<file path="config.mk">
export PLATFORM = sky130hd
export DESIGN_NAME = loc_access_arbiter
export DESIGN_NICKNAME = d
export VERILOG_FILES = /design/src/rtl/loc_arb_pkg.sv /design/src/rtl/loc_arb_wr_decode.sv /design/src/rtl/loc_arb_pick_high.sv /design/src/rtl/loc_arb_read_fmt.sv /design/src/rtl/loc_access_arbiter.sv
export SDC_FILE = /design/constraint.sdc
export NUM_CORES = 1
export LEC_CHECK = 0
export ABC_AREA = 1
export BUFFER_PORTS_ARGS = -buffer_cell sky130_fd_sc_hd__buf_2
export CAP_MARGIN = 20
export CORE_MARGIN = 4
export CORE_UTILIZATION = 55
export CTS_CLUSTER_SIZE = 20
export DETAILED_ROUTE_END_ITERATION = 8
export GPL_ROUTABILITY_DRIVEN = 0
export PLACE_DENSITY = 0.81
export SLEW_MARGIN = 20
export SYNTH_ARGS = -nofsm -noshare
export SYNTH_HDL_FRONTEND = slang
export SYNTH_SLANG_ARGS = --single-unit
export TNS_END_PERCENT = 10
</file>
<file path="constraint.sdc">
create_clock -name clk -period 4.5 [get_ports clk]
set_input_delay 0.225 -clock clk [delete_from_list [all_inputs] [get_ports clk]]
set_output_delay 0.225 -clock clk [all_outputs]
set_load 0.01 [all_outputs]
</file>
<file path="src/rtl/loc_arb_pkg.sv">
package loc_arb_pkg;

    localparam int ACC_W       = 8;
    localparam int BIT_OK      = 7;
    localparam int BIT_OWNER   = 5;
    localparam int BIT_LOST    = 4;
    localparam int BIT_TAKE    = 3;
    localparam int BIT_WAITING = 2;
    localparam int BIT_ASK     = 1;
    localparam int BIT_NOTRUST = 0;

    typedef struct packed {
        logic relinquish;
        logic take;
        logic ask;
        logic clear_lost;
    } wr_cmd_t;

endpackage

</file>
<file path="src/rtl/loc_arb_wr_decode.sv">
module loc_arb_wr_decode
    import loc_arb_pkg::*;
#(
    parameter int NUM_LOC = 5,
    parameter int LOC_W   = 3
) (
    input  logic [LOC_W-1:0]   reg_loc,
    input  logic               reg_wr,
    input  logic [ACC_W-1:0]   reg_wdata,
    output logic               loc_ok,
    output logic               wr_en,
    output wr_cmd_t            cmd
);

    always_comb begin
        loc_ok         = ({1'b0, reg_loc} < (LOC_W+1)'(NUM_LOC));
        wr_en          = reg_wr && loc_ok;
        cmd.relinquish = reg_wdata[BIT_OWNER];
        cmd.take       = reg_wdata[BIT_TAKE];
        cmd.ask        = reg_wdata[BIT_ASK];
        cmd.clear_lost = reg_wdata[BIT_LOST];
    end

endmodule

</file>
<file path="src/rtl/loc_arb_pick_high.sv">
module loc_arb_pick_high #(
    parameter int N     = 5,
    parameter int IDX_W = 3
) (
    input  logic [N-1:0]     vec,
    output logic             any,
    output logic [IDX_W-1:0] idx
);

    always_comb begin
        any = 1'b0;
        idx = '0;
        for (int i = 0; i < N; i++) begin
            if (vec[i]) begin
                any = 1'b1;
                idx = IDX_W'(i);
            end
        end
    end

endmodule

</file>
<file path="src/rtl/loc_arb_read_fmt.sv">
module loc_arb_read_fmt
    import loc_arb_pkg::*;
#(
    parameter int NUM_LOC = 5,
    parameter int LOC_W   = 3
) (
    input  logic [LOC_W-1:0]   rd_loc,
    input  logic               rd_ok,
    input  logic               owner_vld,
    input  logic [LOC_W-1:0]   owner_id,
    input  logic [NUM_LOC-1:0] req,
    input  logic [NUM_LOC-1:0] lost,
    input  logic               trusted_env_set,
    output logic [ACC_W-1:0]   rdata
);

    logic [NUM_LOC-1:0] others_req;
    logic [NUM_LOC-1:0] own_sel;

    for (genvar g = 0; g < NUM_LOC; g++) begin : g_sel
        assign own_sel[g]    = (rd_loc == LOC_W'(g));
        assign others_req[g] = req[g] && !own_sel[g];
    end

    always_comb begin
        rdata = '0;
        if (rd_ok) begin
            rdata[BIT_OK]      = 1'b1;
            rdata[BIT_OWNER]   = owner_vld && (owner_id == rd_loc);
            rdata[BIT_LOST]    = |(lost & own_sel);
            rdata[BIT_WAITING] = |others_req;
            rdata[BIT_ASK]     = |(req & own_sel);
            rdata[BIT_NOTRUST] = !trusted_env_set;
        end
    end

endmodule

</file>
<file path="src/rtl/loc_access_arbiter.sv">
module loc_access_arbiter
    import loc_arb_pkg::*;
#(
    parameter int NUM_LOC = 5,
    parameter int LOC_W   = (NUM_LOC > 1) ? $clog2(NUM_LOC) : 1
) (
    input  logic             clk,
    input  logic             rst_n,
    input  logic [LOC_W-1:0] reg_loc,
    input  logic             reg_wr,
    input  logic [7:0]       reg_wdata,
    input  logic             trusted_env_set,
    output logic [7:0]       reg_rdata,
    output logic             owner_valid,
    output logic [LOC_W-1:0] owner_loc
);

    typedef struct packed {
        logic               owner_vld;
        logic [LOC_W-1:0]   owner_id;
        logic [NUM_LOC-1:0] req;
        logic [NUM_LOC-1:0] lost;
    } state_t;

    state_t  st_q, st_m, st_d;
    logic    loc_ok, wr_en;
    wr_cmd_t cmd;
    logic    wait_any;
    logic [LOC_W-1:0] wait_top;

    loc_arb_wr_decode #(.NUM_LOC(NUM_LOC), .LOC_W(LOC_W)) i_dec (
        .reg_loc  (reg_loc),
        .reg_wr   (reg_wr),
        .reg_wdata(reg_wdata),
        .loc_ok   (loc_ok),
        .wr_en    (wr_en),
        .cmd      (cmd)
    );

    // Apply one write: relinquish, then seize, then request, in that order.
    always_comb begin
        st_m = st_q;
        if (wr_en) begin
            if (cmd.clear_lost) st_m.lost[reg_loc] = 1'b0;
            if (cmd.relinquish && st_q.owner_vld && st_q.owner_id == reg_loc)
                st_m.owner_vld = 1'b0;
            if (cmd.take && (!st_m.owner_vld || reg_loc > st_m.owner_id)) begin
                if (st_m.owner_vld) st_m.lost[st_m.owner_id] = 1'b1;
                st_m.owner_vld     = 1'b1;
                st_m.owner_id      = reg_loc;
                st_m.req[reg_loc]  = 1'b0;
            end
            if (cmd.ask && !(st_m.owner_vld && st_m.owner_id == reg_loc))
                st_m.req[reg_loc] = 1'b1;
        end
    end

    loc_arb_pick_high #(.N(NUM_LOC), .IDX_W(LOC_W)) i_pick (
        .vec(st_m.req),
        .any(wait_any),
        .idx(wait_top)
    );

    // Hand a free device to the highest waiting locality in the same update.
    always_comb begin
        st_d = st_m;
        if (!st_m.owner_vld && wait_any) begin
            st_d.owner_vld     = 1'b1;
            st_d.owner_id      = wait_top;
            st_d.req[wait_top] = 1'b0;
        end
    end

    always_ff @(posedge clk) begin
        if (!rst_n) st_q <= '0;
        else        st_q <= st_d;
    end

    loc_arb_read_fmt #(.NUM_LOC(NUM_LOC), .LOC_W(LOC_W)) i_rd (
        .rd_loc         (reg_loc),
        .rd_ok          (loc_ok),
        .owner_vld      (st_q.owner_vld),
        .owner_id       (st_q.owner_id),
        .req            (st_q.req),
        .lost           (st_q.lost),
        .trusted_env_set(trusted_env_set),
        .rdata          (reg_rdata)
    );

    assign owner_valid = st_q.owner_vld;
    assign owner_loc   = st_q.owner_id;

    // owner is a legal locality and never also waiting
    p_owner_legal_r2: assert property (@(posedge clk) disable iff (!rst_n)
        owner_valid |-> (({1'b0, owner_loc} < (LOC_W+1)'(NUM_LOC)) && !st_q.req[owner_loc]));

    // a free device never leaves a request waiting
    p_free_no_wait_r7: assert property (@(posedge clk) disable iff (!rst_n)
        !owner_valid |-> (st_q.req == '0));

    // seize by a higher locality takes ownership
    p_take_higher_r4: assert property (@(posedge clk) disable iff (!rst_n)
        (wr_en && reg_wdata == 8'h08 && owner_valid && reg_loc > owner_loc)
        |=> (owner_valid && owner_loc == $past(reg_loc)));

    // the loser of a seize is marked
    p_lost_mark_r5: assert property (@(posedge clk) disable iff (!rst_n)
        (wr_en && reg_wdata == 8'h08 && owner_valid && reg_loc > owner_loc)
        |=> st_q.lost[$past(owner_loc)]);

    // seize from a locality not above the owner is ignored
    p_take_ignored_r9: assert property (@(posedge clk) disable iff (!rst_n)
        (wr_en && reg_wdata == 8'h08 && owner_valid && reg_loc <= owner_loc)
        |=> (owner_valid && owner_loc == $past(owner_loc)));

    // writes to an out-of-range locality change nothing
    p_oor_quiet_r11: assert property (@(posedge clk) disable iff (!rst_n)
        (reg_wr && !loc_ok) |=> $stable(st_q));

endmodule

</file>
; ---- Yosys cells after proc, flatten, opt, wreduce, memory -nomap -nowiden
; Index checks and enable logic that the tools add are counted.
[op_classes]
n_lt_le_gt_ge = 8
eq_ne = 6
muxes = 28
bitwise = 9
n_reduce_logical = 31
[op_table]
columns = op, count
row1 = 14-bit 2-to-1 mux, 3
row2 = 5-bit AND, 5
row3 = 5-bit 2-to-1 mux, 4
row4 = 1-bit logical AND, 16
row5 = 5-bit OR reduction, 3
row6 = "3-bit by 4-bit less-than comparator with 1-bit output, second input constant", 3
row7 = 1-bit 2-to-1 mux, 12
row8 = 5-bit NOT, 2
row9 = 5-bit OR, 2
row10 = 1-bit demux with 3-bit select, 3
row11 = "3-bit by 1-bit >= comparator with 1-bit output, second input constant", 3
row12 = 1-bit zero test, 9
row13 = 9-bit 2-to-1 mux, 1
row14 = "3-bit by 2-bit equality test with 1-bit output, second input constant", 2
row15 = 3-bit equality test, 2
row16 = 2-bit 2-to-1 mux, 3
row17 = 3-bit 2-to-1 mux, 2
row18 = "3-bit by 1-bit equality test with 1-bit output, second input constant", 1
row19 = "3-bit equality test, second input constant", 1
row20 = 3-bit greater-than comparator, 1
row21 = 3-bit zero test, 1
row22 = "3-bit less-than comparator, second input constant", 1
row23 = 2-bit nonzero test, 1
row24 = 1-bit logical OR, 1
[word_totals]
register_bits = 14
input_bits = 15
output_inout_bits = 12

; ---- Depth between registers and ports, before layout
[depth]
word_depth = 29
ltp_mapped = 22

; ---- Modules after synthesis
; From an unflattened synthesis, not the netlist that was laid out.
[hier_totals]
cells_unflattened = 224
area_unflattened_um2 = 1350.0
[by_module_without_submodules]
columns = mod, instances, cells_per_inst, area_each_um2, seq_area_each_um2
row1 = loc_access_arbiter, 1, 153, 964.7, 280.3
row2 = loc_arb_read_fmt, 1, 52, 279.0, 0.0
row3 = loc_arb_wr_decode, 1, 10, 60.1, 0.0
row4 = loc_arb_pick_high, 1, 9, 46.3, 0.0

; ---- Worst setup path before layout
; OpenSTA, ideal clock, no wires.
[synth_timing]
kind = register to register
start = register st_q (netlist bit owner_loc[2])
end = register st_q (netlist bit owner_loc[0])
setup_ns = 0.132
t_arrival_ns = 2.195
required_time_ns = 4.368
slack_ns = 2.173
path_stages_with_launch = 22
n_path_buf = 0
cell_sequence = dfxtp_1 -> inv_1 -> ha_1 -> nand3_2 -> nor2_2 -> nor2_2 -> nand2_2 -> nand2_4 -> nand3_1 -> nand2_1 -> nor2_2 -> nand2_2 -> nand3_1 -> nand2_2 -> nand2_4 -> nand2_4 -> nor2_8 -> nand2_4 -> nand2_4 -> nand2_1 -> nand2_1 -> a21oi_1
[synth_via]
elab_chain_cells = 22
[synth_rtl]
columns = element, line_no
row1 = from (decl), loc_access_arbiter.sv:25  ; state_t st_q, st_m, st_d;
row2 = from (signal assigned), loc_access_arbiter.sv:76  ; else st_q <= st_d;
row3 = 3-bit equality test, loc_access_arbiter.sv:45  ; if (cmd.relinquish && st_q.owner_vld && st_q.owner_id == reg_loc)
row4 = 1-bit logical AND, loc_access_arbiter.sv:45
row5 = 1-bit 2-to-1 mux, loc_access_arbiter.sv:45
row6 = 1-bit 2-to-1 mux, loc_access_arbiter.sv:43  ; if (wr_en) begin
row7 = 1-bit zero test, loc_access_arbiter.sv:47  ; if (cmd.take && (!st_m.owner_vld || reg_loc > st_m.owner_id)) begin
row8 = 1-bit logical OR, loc_access_arbiter.sv:47
row9 = 1-bit logical AND, loc_access_arbiter.sv:47
row10 = 14-bit 2-to-1 mux *, loc_access_arbiter.sv:47
row11 = [... 2 more ...], n/a
row12 = 1-bit logical AND, loc_access_arbiter.sv:53  ; if (cmd.ask && !(st_m.owner_vld && st_m.owner_id == reg_loc))
row13 = 1-bit zero test, loc_access_arbiter.sv:53
row14 = 1-bit logical AND, loc_access_arbiter.sv:53
row15 = 5-bit 2-to-1 mux, loc_access_arbiter.sv:53
row16 = 14-bit 2-to-1 mux *, loc_access_arbiter.sv:43
row17 = 1-bit 2-to-1 mux (5 in series), loc_arb_pick_high.sv:14  ; if (vec[i]) begin
row18 = 1-bit logical AND, loc_access_arbiter.sv:67  ; if (!st_m.owner_vld && wait_any) begin
row19 = 9-bit 2-to-1 mux / 2-bit nonzero test (equally long branches), n/a
; Every way passes the cells marked *; elsewhere a longest branch is shown, timed or not. The select of a mux whose other input is x is not followed.
; A chain may end at the register's enable or synchronous reset.

; ---- Worst setup path after layout
[layout_timing]
start = register st_q (netlist bit owner_loc[2])
end = register st_q[7] (netlist bit)
[layout_via]
elab_chain_cells = 26
[layout_rtl]
columns = element, line_no
row1 = 3-bit equality test, loc_access_arbiter.sv:45
row2 = 1-bit logical AND, loc_access_arbiter.sv:45
row3 = 1-bit 2-to-1 mux, loc_access_arbiter.sv:45
row4 = 1-bit 2-to-1 mux, loc_access_arbiter.sv:43
row5 = 1-bit zero test, loc_access_arbiter.sv:47
row6 = 1-bit logical OR, loc_access_arbiter.sv:47
row7 = 1-bit logical AND, loc_access_arbiter.sv:47
row8 = 14-bit 2-to-1 mux *, loc_access_arbiter.sv:47
row9 = [... 10 more ...], n/a
row10 = 3-bit 2-to-1 mux, loc_arb_pick_high.sv:14
row11 = 3-bit by 4-bit less-than comparator with 1-bit output (not written as such) / 3-bit by 1-bit >= comparator with 1-bit output (equally long branches), loc_access_arbiter.sv:70  ; st_d.req[wait_top] = 1'b0;
row12 = 1-bit logical AND (not written as such), loc_access_arbiter.sv:70
row13 = 1-bit 2-to-1 mux (not written as such), loc_access_arbiter.sv:70
row14 = 1-bit demux with 3-bit select, loc_access_arbiter.sv:70
row15 = 5-bit NOT (no source line), n/a
row16 = 5-bit AND (no source line), n/a
row17 = 9-bit 2-to-1 mux *, loc_access_arbiter.sv:67
; Marked as above.

==> results.sh <==
export IMPL_status="completed"
export IMPL_dp_hpwl_mm=2.47
export IMPL_syn_cell_area_um2=1230
export IMPL_vias=1310
export IMPL_holdBufCountCts=0
export IMPL_first_iter_violations=65
export IMPL_skew_ps=7.50
export IMPL_path_clk_slew_ps=90
export IMPL_place_ws_ps=1870
export IMPL_clock_latency_ps=280
export IMPL_design_core_area_um2=2040
export IMPL_syn_avg_cell_area_um2=6.72
export IMPL_drive_above_1_share_pct=27.2
export IMPL_grt_pass1_wl_mm=5.18
export IMPL_ff2ff_setup_slack_ps=1810
export IMPL_place_inst=226
export IMPL_slew_viol_final=0
export IMPL_n_antenna_cell=0
export IMPL_cts_tree="done"
export IMPL_htreeDepth=1
export IMPL_r2r_start="owner_loc[2]$_SDFFE_PN0P_"
export IMPL_cts_buffers=3
export IMPL_min_path_type="in -> reg"
export IMPL_power_per_cell_area_nw_per_um2=283
export IMPL_ant_nets=0
export IMPL_synth_warnings=0
export IMPL_worstRegToRegCells=18
export IMPL_drv_cap=0
export IMPL_nets=222
export IMPL_synthCells=183
export IMPL_root_buffer="clkbuf_4"
export IMPL_rsz0062_at_grt="false"
export IMPL_crit_end="st_q[7]$_SDFF_PN0_"
export IMPL_drt_pass1_iter_count=4
export IMPL_final_cell_mix="38 x nand2_1, 22 x inv_1, 20 x nand3_1, 20 x buf_2, 14 x dfxtp_1"
export IMPL_fin_ws_ps=1810
export IMPL_critPathArrivalTime_ps=2870
export IMPL_tns_ps=0
export IMPL_setup_worst_path_end_class="flop"
export IMPL_worst_path_max_fanout=17
export IMPL_fmax_mhz=372
export IMPL_finalSetupViolCount=0
export IMPL_leakagePower_nw=0.650
export IMPL_crit_required_ps=4680
export IMPL_finish_utilization_pct=66.2
export IMPL_chipHeight_um=55.3
export IMPL_finalHoldViolations=0
export IMPL_die_w_um=55.3
export IMPL_antenna_found_initial=0
export IMPL_port_buffers=20
export IMPL_ir_drop_mv=0.202
export IMPL_start_util_pct=60.2
export IMPL_num_io_pins=27
export IMPL_via_per_inst=5.72
export IMPL_ys_ff_latch=14
export IMPL_grt_pass1_vias=1198
export IMPL_area_growth_pct=9.97
export IMPL_hold_worst_slack_ps=160
export IMPL_layout_commonest_cell="nand2_1"
export IMPL_fin_crit_sh_pct=59.8
export IMPL_drc=0
export IMPL_wl_per_cell_um=13.5
export IMPL_yosysSeqAreaShare_pct=22.8
export IMPL_yosysUniqueCellTypes=38
export IMPL_row_count=16
export IMPL_crit_start="owner_loc[2]$_SDFFE_PN0P_"
export IMPL_crit_type="reg -> reg"
export IMPL_final_area_um2=1350
export IMPL_clockBufferDepth=2
export IMPL_wl_mm=3.09
export IMPL_reg2reg_to="st_q[7]$_SDFF_PN0_"
export IMPL_post_cts_buffers=0
export IMPL_stdcell_count=229
export IMPL_layout_min_cycle_time_ps=2690
export IMPL_power_mw=0.383
export IMPL_fill_cells=198
export IMPL_cts_resized=0
export IMPL_place_area_um2=1330
export IMPL_die_area_um2=3060
export IMPL_groute_usage_overall_pct=20.4
export IMPL_overflow=0
export IMPL_startpoint_type="flop"
export IMPL_cts_sinks=14
export IMPL_grt_start_max_net_pins=18
==> power breakdown <==
| part | internal (mW) | switching, mW |
|---|---|---|
| clock | 0.0311 | 0.0431 |
| sequential | 0.133 | 0.0120 |
| combinational | 0.0570 | 0.107 |
| total | 0.221 | 0.162 |
==> cells by family (layout without fill, tap and decap cells) <==
logic type / Yosys count / count (layout) / share of synthesized area [%]
AND/OR/NAND/NOR: 94 / 94 / 41.2
AO/OA/AOI/OAI: 36 / 36 / 20.3
buffers and inverters: 35 / 53 / 12.3
flip-flops: 14 / 14 / 22.8
adder cells (fa/ha/maj): 3 / 3 / 3.05
other: 1 / 2 / 0.305
==> layout make-up <==
cell class                 count  area, µm²  area share (%)
inverter                      30        114            8.42
tap                           27       33.8            2.50
timing repair buffer          20        100            7.40
sequential                    14        280            20.7
multi-input combinational    135        802            59.3
clock buffer                   3       22.5            1.67
==> metal layers <==
| layer | track usage (%) | share of wire, % | up-vias |
|---|---|---|---|
| li1 | - | - | 650 |
| met1 | 24.5 | 42 | 596 |
| met2 | 36.0 | 50 | 57 |
| met3 | 4.20 | 6.6 | 7 |
| met4 | 6.60 | 1.3 | 0 |
| met5 | 0 | 0 | - |
==> critical path, cell delays in order (launching register included) <==
cell     delay [ps]
dfxtp_1         470
inv_1           120
ha_1            330
nand3_2         110
nor2_2           40
nor2_2          130
nand2_2          90
nand2_4         170
nand3_1          90
nand2_1         100
nor2_2           40
nand2_2          80
nand3_2          90
a21oi_4         250
nor2_8           80
nand2_4          90
nand3_1         110
o21ai_1         140
inv_1            50
==> cells in the mapped netlist <==
cell / number / area, µm²
nor2_4: 1 / 11.3
nand2_2: 3 / 18.8
nand2_4: 5 / 56.3
nand2_1: 38 / 143
o21ai_0: 5 / 25.0
o31ai_1: 1 / 7.51
o2111ai_1: 1 / 8.76
clkinv_2: 1 / 5.00
o21ai_2: 2 / 17.5
dfxtp_1: 14 / 280
a21oi_4: 2 / 32.5
conb_1: 1 / 3.75
clkinv_1: 2 / 7.51
a211oi_1: 1 / 7.51
inv_2: 5 / 18.8
nand3_1: 20 / 100
a311oi_1: 1 / 8.76
a21oi_1: 11 / 55.1
o211ai_1: 4 / 30.0
clkbuf_1: 1 / 3.75
nand3_2: 2 / 20.0
nor2_1: 8 / 30.0
nor2_2: 6 / 37.5
nor2_8: 1 / 20.0
a221o_1: 1 / 10.0
or2_1: 1 / 6.26
a22oi_1: 1 / 7.51
nand4_1: 4 / 25.0
inv_1: 22 / 82.6
o21bai_2: 1 / 11.3
or2_4: 1 / 8.76
buf_6: 1 / 11.3
o21ai_1: 4 / 20.0
nor3_2: 2 / 20.0
a221oi_1: 1 / 8.76
nor3_1: 2 / 10.0
buf_4: 3 / 22.5
ha_1: 3 / 37.5
==> how the worst min path moves through the flow <==
stage,depth (start not counted),from,slack (ps),end
finish,3,rst_n,160,owner_valid$_SDFF_PN0_
global route,3,rst_n,180,owner_valid$_SDFF_PN0_
CTS,3,rst_n,160,owner_valid$_SDFF_PN0_
detailed placement,3,rst_n,460,owner_valid$_SDFF_PN0_
global placement,3,rst_n,460,owner_valid$_SDFF_PN0_
floorplan,2,rst_n,320,owner_valid$_SDFF_PN0_
==> registers in the layout, indices dropped and copies added, names as in the netlist <==
| name | count |
|---|---|
| st_q | 10 |
| owner_valid | 1 |
| owner_loc | 3 |
No activity file was read; power rests on OpenSTA's default activity.
